[config.mk]
export PLATFORM = sky130hd
export DESIGN_NAME = fetch_window_buf
export DESIGN_NICKNAME = d
export VERILOG_FILES = /design/src/rtl/fwb_pkg.sv /design/src/rtl/fwb_ctrl.sv /design/src/rtl/fwb_window.sv /design/src/rtl/fwb_lookahead.sv /design/src/rtl/fetch_window_buf.sv
export SDC_FILE = /design/constraint.sdc
export NUM_CORES = 1
export LEC_CHECK = 0
export BUFFER_PORTS_ARGS = -buffer_cell sky130_fd_sc_hd__buf_4
export CAP_MARGIN = 20
export CELL_PAD_IN_SITES_DETAIL_PLACEMENT = 0
export CELL_PAD_IN_SITES_GLOBAL_PLACEMENT = 2
export CORE_ASPECT_RATIO = 1.5
export CORE_MARGIN = 2
export CORE_UTILIZATION = 30
export DETAILED_ROUTE_END_ITERATION = 12
export GPL_ROUTABILITY_DRIVEN = 0
export GPL_TIMING_DRIVEN = 0
export PLACE_DENSITY = 0.83
export SYNTH_ARGS = -nofsm -noshare
export SYNTH_HDL_FRONTEND = slang
export SYNTH_HIERARCHICAL = 1
export SYNTH_SLANG_ARGS = --single-unit
export TNS_END_PERCENT = 10
[constraint.sdc]
create_clock -name clk -period 2.42 [get_ports clk]
set_input_delay 0 -clock clk [delete_from_list [all_inputs] [get_ports clk]]
set_output_delay 0 -clock clk [all_outputs]
set_load 0.02 [all_outputs]
[src/rtl/fwb_pkg.sv]
package fwb_pkg;
  typedef enum logic {
    ST_LOAD  = 1'b0,
    ST_READY = 1'b1
  } fstate_t;
endpackage

[src/rtl/fwb_ctrl.sv]
module fwb_ctrl
  import fwb_pkg::*;
#(
  parameter int AW       = 8,
  parameter int OFS      = 3,
  parameter int LOAD_LAT = 4
) (
  input  logic            clk,
  input  logic            rst_n,
  input  logic            adv_i,
  input  logic            br_take_i,
  input  logic [AW-1:0]   br_target_i,
  output logic [AW-1:0]   pc_o,
  output logic [AW-OFS-1:0] base_o,
  output logic            loading_o,
  output logic            capture_o
);
  localparam int CW = (LOAD_LAT > 1) ? $clog2(LOAD_LAT) : 1;
  localparam logic [CW-1:0] CNT_INIT = CW'(LOAD_LAT - 1);

  fstate_t             st_q, st_d;
  logic [AW-1:0]       pc_q, pc_d;
  logic [AW-OFS-1:0]   base_q, base_d;
  logic [CW-1:0]       cnt_q, cnt_d;
  logic [AW-1:0]       seq_pc;

  assign seq_pc = pc_q + AW'(1);

  always_comb begin
    st_d      = st_q;
    pc_d      = pc_q;
    base_d    = base_q;
    cnt_d     = cnt_q;
    capture_o = 1'b0;
    unique case (st_q)
      ST_LOAD: begin
        if (cnt_q == '0) begin
          st_d      = ST_READY;
          capture_o = 1'b1;
        end else begin
          cnt_d = cnt_q - CW'(1);
        end
      end
      ST_READY: begin
        if (br_take_i) begin
          pc_d = br_target_i;
          if (br_target_i[AW-1:OFS] != base_q) begin
            st_d   = ST_LOAD;
            base_d = br_target_i[AW-1:OFS];
            cnt_d  = CNT_INIT;
          end
        end else if (adv_i) begin
          pc_d = seq_pc;
          if (seq_pc[AW-1:OFS] != base_q) begin
            st_d   = ST_LOAD;
            base_d = seq_pc[AW-1:OFS];
            cnt_d  = CNT_INIT;
          end
        end
      end
      default: st_d = ST_LOAD;
    endcase
  end

  always_ff @(posedge clk or negedge rst_n) begin
    if (!rst_n) begin
      st_q   <= ST_LOAD;
      pc_q   <= '0;
      base_q <= '0;
      cnt_q  <= CNT_INIT;
    end else begin
      st_q   <= st_d;
      pc_q   <= pc_d;
      base_q <= base_d;
      cnt_q  <= cnt_d;
    end
  end

  assign pc_o      = pc_q;
  assign base_o    = base_q;
  assign loading_o = (st_q == ST_LOAD);
endmodule

[src/rtl/fwb_window.sv]
module fwb_window #(
  parameter int          AW        = 8,
  parameter int          IW        = 12,
  parameter int          WIN       = 8,
  parameter int          MEM_WORDS = 128,
  parameter logic [IW-1:0] NOP_WORD = 12'hF00
) (
  input  logic                   clk,
  input  logic                   rst_n,
  input  logic                   capture_i,
  input  logic [AW-$clog2(WIN)-1:0] base_i,
  input  logic [WIN*IW-1:0]      mem_data_i,
  input  logic [$clog2(WIN)-1:0] sel_i,
  output logic [IW-1:0]          word_o
);
  localparam int OFS = $clog2(WIN);

  logic [IW-1:0] slot_q [WIN];
  logic [IW-1:0] slot_d [WIN];

  for (genvar i = 0; i < WIN; i++) begin : g_slot
    logic [AW-1:0] slot_addr;
    assign slot_addr = {base_i, OFS'(i)};

    always_comb begin
      if (32'(slot_addr) >= MEM_WORDS) slot_d[i] = NOP_WORD;
      else                             slot_d[i] = mem_data_i[i*IW +: IW];
    end

    always_ff @(posedge clk or negedge rst_n) begin
      if (!rst_n)         slot_q[i] <= NOP_WORD;
      else if (capture_i) slot_q[i] <= slot_d[i];
    end
  end

  assign word_o = slot_q[sel_i];
endmodule

[src/rtl/fwb_lookahead.sv]
module fwb_lookahead #(
  parameter int AW  = 8,
  parameter int OFS = 3
) (
  input  logic              ready_i,
  input  logic [AW-1:0]     pc_i,
  input  logic [AW-OFS-1:0] base_i,
  output logic              next_fast_o
);
  logic [AW-1:0] peek;
  assign peek        = pc_i + AW'(1);
  assign next_fast_o = ready_i && (peek[AW-1:OFS] == base_i);
endmodule

[src/rtl/fetch_window_buf.sv]
module fetch_window_buf #(
  parameter int          AW        = 8,
  parameter int          IW        = 12,
  parameter int          WIN       = 8,
  parameter int          MEM_WORDS = 128,
  parameter int          LOAD_LAT  = 4,
  parameter logic [IW-1:0] NOP_WORD = 12'hF00
) (
  input  logic              clk,
  input  logic              rst_n,
  input  logic              adv_i,
  input  logic              br_take_i,
  input  logic [AW-1:0]     br_target_i,
  input  logic [WIN*IW-1:0] mem_data_i,
  output logic              mem_rd_o,
  output logic [AW-1:0]     mem_addr_o,
  output logic [IW-1:0]     instr_o,
  output logic [AW-1:0]     pc_o,
  output logic              ready_o,
  output logic              next_fast_o
);
  localparam int OFS = $clog2(WIN);

  logic [AW-OFS-1:0] base;
  logic              loading;
  logic              capture;
  logic [IW-1:0]     win_word;

  fwb_ctrl #(.AW(AW), .OFS(OFS), .LOAD_LAT(LOAD_LAT)) u_ctrl (
    .clk         (clk),
    .rst_n       (rst_n),
    .adv_i       (adv_i),
    .br_take_i   (br_take_i),
    .br_target_i (br_target_i),
    .pc_o        (pc_o),
    .base_o      (base),
    .loading_o   (loading),
    .capture_o   (capture)
  );

  fwb_window #(.AW(AW), .IW(IW), .WIN(WIN), .MEM_WORDS(MEM_WORDS),
               .NOP_WORD(NOP_WORD)) u_win (
    .clk        (clk),
    .rst_n      (rst_n),
    .capture_i  (capture),
    .base_i     (base),
    .mem_data_i (mem_data_i),
    .sel_i      (pc_o[OFS-1:0]),
    .word_o     (win_word)
  );

  fwb_lookahead #(.AW(AW), .OFS(OFS)) u_look (
    .ready_i     (ready_o),
    .pc_i        (pc_o),
    .base_i      (base),
    .next_fast_o (next_fast_o)
  );

  assign ready_o    = !loading;
  assign mem_rd_o   = loading;
  assign mem_addr_o = {base, OFS'(0)};
  assign instr_o    = ready_o ? win_word : NOP_WORD;
endmodule

# After elaboration in Yosys (flattened, before gate mapping)
# Index checks and enable logic that the tools add are counted.
[word_totals]
ramBits = 0
mem_bits_ro = 0
latch_bits = 0
mem_count = 0
input_bits = 108
ff_bits = 112
[classes]
n_lt_le_gt_ge = 9
shift = 0
n_bitwise = 2
mul = 0
eq_ne = 8
reduce_logical = 7
div_mod_pow = 0
n_addsub = 2
muxes = 31
[op_table]
columns = ["operator", "n"]
rows = [
  ["12-bit two-way mux", 11],
  ["8-bit greater-or-equal comparator, second input constant", 8],
  ["12-bit binary-select mux with 3-bit select", 1],
  ["5-bit two-way mux", 4],
  ["8-bit two-way mux", 2],
  ["2-bit two-way mux", 5],
  ["5-bit != test", 2],
  ["3-bit != test, second input constant", 3],
  ["8-bit by 1-bit adder with 8-bit output, second input constant", 1],
  ["4-bit AND reduction", 2],
  ["1-bit two-way mux", 6],
  ["5-bit == test", 1],
  ["4-bit greater-or-equal comparator, second input constant", 1],
  ["3-bit NOT with 4-bit output", 1],
  ["2-bit one-hot mux with 2 select lines", 1],
  ["2-bit nonzero test", 2],
  ["2-bit zero test", 1],
  ["2-bit by 1-bit != test with 1-bit output, second input constant", 1],
  ["2-bit != test, second input constant", 1],
  ["1-bit one-hot mux with 2 select lines", 1],
  ["2-bit AND reduction", 1],
  ["2-bit by 1-bit subtractor with 2-bit output, second input constant", 1],
  ["1-bit logical AND", 1],
  ["1-bit NOT", 1],
]

# Longest topological paths before layout
[logic_depth]
ltp_word = 6
ltp_mapped = 7
mapped_depth_nobuf = 7

# Cells and area by module
# Netlist, hierarchy kept.
[by_module_without_submodules]
columns = ["mod", "cells_per_inst", "instances", "area_per_inst_um2"]
rows = [
  ["fwb_window", 458, 1, 4805.9],
  ["fwb_ctrl", 125, 1, 1173.6],
  ["fwb_lookahead", 23, 1, 175.2],
  ["fetch_window_buf", 18, 1, 118.9],
]

# Worst setup path before layout
# OpenSTA, ideal clock, no wires.
[synth_path]
path_kind = "register to register"
startpoint = "register u_ctrl.pc_q[1] (netlist: u_ctrl/pc_o[1])"
endpoint = "register u_ctrl.base_q[2] (netlist: u_ctrl/base_o[2])"
setup_ns = 0.125
path_slack_ns = 0.133
period_less_slack_ns = 2.287
arrival_time_ns = 2.162
t_required_ns = 2.295
path_stages_with_launch = 7
cell_sequence = "dfrtp_1 -> ha_1 -> and3_1 -> o21ai_1 -> a2111oi_4 -> a31oi_4 -> mux2_4"
[synth_via]
elab_chain_cells = 4
word_cells_on_any_way = 7
[synth_lines]
columns = ["item", "line_no", "rtl"]
rows = [
  ["start: declaration", "fwb_ctrl.sv:22", "logic [AW-1:0] pc_q, pc_d;"],
  ["start signal: assignment", "fwb_ctrl.sv:73", "pc_q <= pc_d;"],
  ["8-bit by 1-bit adder with 8-bit output *", "fwb_ctrl.sv:27", "assign seq_pc = pc_q + AW'(1);"],
  ["5-bit != test or 5-bit two-way mux (tied branches)", "fwb_ctrl.sv:54", "if (seq_pc[AW-1:OFS] != base_q) begin"],
  ["2-bit nonzero test (no line) or 5-bit two-way mux (tied branches)", "n/a", ""],
  ["4-bit AND reduction (no line) or 5-bit two-way mux (tied branches)", "n/a", ""],
  ["end signal: assignment", "fwb_ctrl.sv:74", "base_q <= base_d;"],
  ["end: declaration", "fwb_ctrl.sv:23", "logic [AW-OFS-1:0] base_q, base_d;"],
]
# Every way passes the cells marked *; elsewhere a longest branch is shown, timed or not. The select of a mux whose other input is x is not followed.
# A chain may end at the register's enable or synchronous reset.

# Final worst setup path
[layout_path]
startpoint = "register u_ctrl.pc_q[0] (netlist: u_ctrl/pc_o[0])"
endpoint = "output instr_o[9]"
[layout_via]
elab_chain_cells = 5
[layout_lines]
columns = ["item", "line_no", "rtl"]
rows = [
  ["3-bit NOT with 4-bit output (not written as such)", "fwb_window.sv:36", "assign word_o = slot_q[sel_i];"],
  ["12-bit binary-select mux with 3-bit select", "fwb_window.sv:36", ""],
  ["12-bit two-way mux (not written as such) (2 in series)", "fwb_window.sv:36", ""],
  ["net win_word[9]", "fetch_window_buf.sv:27", "logic [IW-1:0] win_word;"],
  ["12-bit two-way mux", "fetch_window_buf.sv:62", "assign instr_o = ready_o ? win_word : NOP_WORD;"],
  ["end: declaration", "fetch_window_buf.sv:17", "output logic [IW-1:0] instr_o,"],
]
# The timed path passes the listed nets, and every way through them passes these cells. The select of a mux whose other input is x is not followed.

==> flow_summary.yaml <==
clocking:
  numCtsBuffers: 9
  clkSinkCount: 112
  root_buffer: "clkbuf_16"
  cts_tree: "done"
  clk_latency_ns: 0.35
  cts_buffer_depth: 2
  clk_pin_slew_worst_paths_ns: 0.08
  cts_max_level: 3
detailed_routing:
  drt_first_pass_iters: 5
  drc: 0
  vias: 5493
  drt_iter0_markers: 301
  wirelength_mm: 20.4
  antenna_left: 0
  routedWlPerCell_um: 17.7
  via_per_inst: 4.77
sta:
  maxSlewHeadroom_pct: 50.0
  slew_viol_final: 0
  hold_violations: 0
  rsz0062_at_grt: "true"
  fin_tns_setup_ns: 0
  holdWs_ns: 0.0447
  clock.fmax_mhz: 423
  skew_ns: 0.00582
  min_period_ns: 2.37
  worst_pin_slew_ns: 0.750
  period_share_pct: 97.7
  setup_viol: 0
logic_synthesis:
  synth_fa_ha_area_share_pct: 0.399
  muxShareOfSynthArea_pct: 14.1
  post-synth-top-area-cell: "dfrtp_1"
  syn_area_um2: 6270
  syn_avg_cell_area_um2: 10.1
  synth_compound_area_share_pct: 11.6
  synth_cells: 624
  synth_top_family_by_area: "simple AND/OR/NAND/NOR gates"
  yosys.area_share.simple_pct: 17.1
  synthTopCellsByArea: "dfrtp_1 31%, dfstp_2 14%, mux4_1 8.8%"
  ys_async_sr_fraction_pct: 100
  yosysUniqueCellTypes: 54
  synth_xor_area_share_pct: 3.45
  ys.flop_type: "dfrtp_1"
  yosysWarningCount: 6
  synth_top_area_share_pct: 31.1
  ys_ff_latch: 112
  yosysSeqAreaShare_pct: 45.4
  synth-edff-count: 0
die:
  core_region_area_um2: 20500
  pin_count: 139
  dieHeight_um: 181
  start_util_pct: 30.6
  die_w_um: 122
  num_rows: 64
  die_area_um2: 22100
critical_path:
  crit_slowest_cell: "mux4_1"
  path_max_fanout: 10
  cpPeakStageDelay_ns: 0.60
  path_cells: "buf_6 > buf_8 > mux4_1 > mux2_2 > or2_1 > buf_4"
  crit_path_start: "u_ctrl/pc_o[0]$_DFFE_PN0P_"
  crit_arrival_ns: 2.37
  criticalPathCategory: "register to primary output"
  endpoint_kind: "primary output"
  timing.rr.start: "u_ctrl/pc_o[0]$_DFFE_PN0P_"
  startpoint_type: "register"
  cp.required_ns: 2.42
grt:
  antenna_found_initial: 1
  grt_pass1_wl_mm: 31.2
  grt_pass1_vias: 5757
  grt_max_degree: 69
  grt_usage_pct: 18.8
  grt-ovfl-total: 0
job:
  cap_viol_max_count: 0
final_layout:
  nNetsFinal: 992
  area_growth_pct: 45.1
  final_cell_mix: "143 x buf_4, 105 x dlygate4sd3_1, 75 x dfrtp_1"
  drive_above_1_share_pct: 27.1
  final_common_cell: "buf_4"
worst_hold_path:
  hp-start: "adv_i"
  hold_path_class: "primary input to register"
power_and_ir_drop:
  power.density_nw_per_um2: 1140
  leakagePower_uw: 0.00395
  peakVddDrop_v: 0.000520
placement:
  port_buffers: 135
  dp_hpwl_mm: 14.5
status:
  status: "finished, final reports clean"
## stage by stage
stage	cells	worst slack [ns]	utilization (%)	power (µW)	cell area, µm²
6_report	1152	0.0547	44.4	10400	9100
5_1_grt	1152	-0.00212	44.4	11100	9100
4_1_cts	1149	0.0135	44.3	10400	9080
3_5_place_dp	1026	-0.125	37.3	8550	7660
3_3_place_gp	1025	-0.131	37.2	8470	7620
2_1_floorplan	626	0.133	-	6790	6280
## sequential cells by signal, summed over array words and instances (netlist names)
name and cells:
u_win/slot_q 96, u_ctrl/cnt_q 2, u_ctrl/pc_o 8, u_ctrl/base_o 5, u_ctrl/st_q 1
## synthesized netlist by cell type, types with 2 or more instances
| master | instances |
|---|---|
| dfrtp_1 | 78 |
| nor2_1 | 71 |
| inv_1 | 70 |
| o21ai_0 | 70 |
| nand3b_1 | 65 |
| a21oi_1 | 41 |
| dfstp_2 | 34 |
| clkbuf_1 | 30 |
| mux4_1 | 21 |
| nand2_1 | 21 |
| xnor2_1 | 17 |
| mux2_2 | 13 |
| o22ai_1 | 9 |
| buf_1 | 7 |
| nor2b_1 | 7 |
| mux2i_1 | 6 |
| nand3_1 | 5 |
| buf_2 | 4 |
| buf_6 | 4 |
| mux2_4 | 4 |
| or2_1 | 4 |
| xor2_1 | 4 |
| buf_4 | 3 |
| mux4_2 | 3 |
| and2b_1 | 2 |
| ha_1 | 2 |
| o21ai_1 | 2 |
## logic make-up after synthesis
kind of cell	after synthesis
AOI/OAI and AO/OA	131
buffers and inverters	120
other	1
DFF	112
adders and majority gates	2
xor gates and xnor gates	23
and+or+nand+nor	188
muxes	47
## per-layer routing
metal | up-vias | wire [µm] | global-route usage (%)
met4 | 0 | 766 | 9.38
li1 | 2640 | - | -
met2 | 171 | 10700 | 32.9
met5 | - | 0 | 0
met3 | 44 | 863 | 2.15
met1 | 2638 | 8100 | 22.4
## power by group
part	internal (µW)	switching, µW
sequential	2850	608
combinational	2520	2770
clock	923	725
total	6290	4100
## path summary, 6_finish.rpt
path | to | slack [ns] | cells past startpoint
min in group asynchronous | u_ctrl/pc_o[4]$_DFFE_PN0P_ | 0.14 | 2
max in group asynchronous | u_win/slot_q[69]$_DFFE_PN1P_ | 1.54 | 3
setup reg to reg | u_ctrl/base_o[2]$_DFFE_PN0P_ | 0.13 | 7
hold / removal | u_ctrl/pc_o[2]$_DFFE_PN0P_ | 0.04 | 4
hold reg to reg | u_win/slot_q[93]$_DFFE_PN1P_ | 0.50 | 2
setup / recovery | instr_o[9] | 0.05 | 6
## area by class of cell
class | count | area [µm²]
Antenna cell | 1 | 2.50
Buffer | 49 | 254
Clock buffer | 13 | 314
Clock inverter | 3 | 22.5
Fill cell | 2060 | 11400
Inverter | 71 | 267
Multi-Input combinational cell | 394 | 2940
Sequential cell | 112 | 2850
Tap cell | 264 | 330
Timing Repair Buffer | 245 | 2130
## worst max-delay path: cells and delay by family (launching register included)
family	cells	cell delay, ns
muxes	2	0.87
buffers and inverters	3	0.51
DFF	1	0.40
and+or+nand+nor	1	0.22
## repair_timing
| item | CTS | global route |
|---|---|---|
| hold buffers | 105 | 0 |
| resized for setup | 8 | 4 |
| setup buffers | 2 | 2 |
| endpoints found under the setup margin | 17 | 8 |
| cloned | 0 | 0 |
| endpoints found under the hold margin | 149 | 0 |
(Power assumes the default switching activity.)
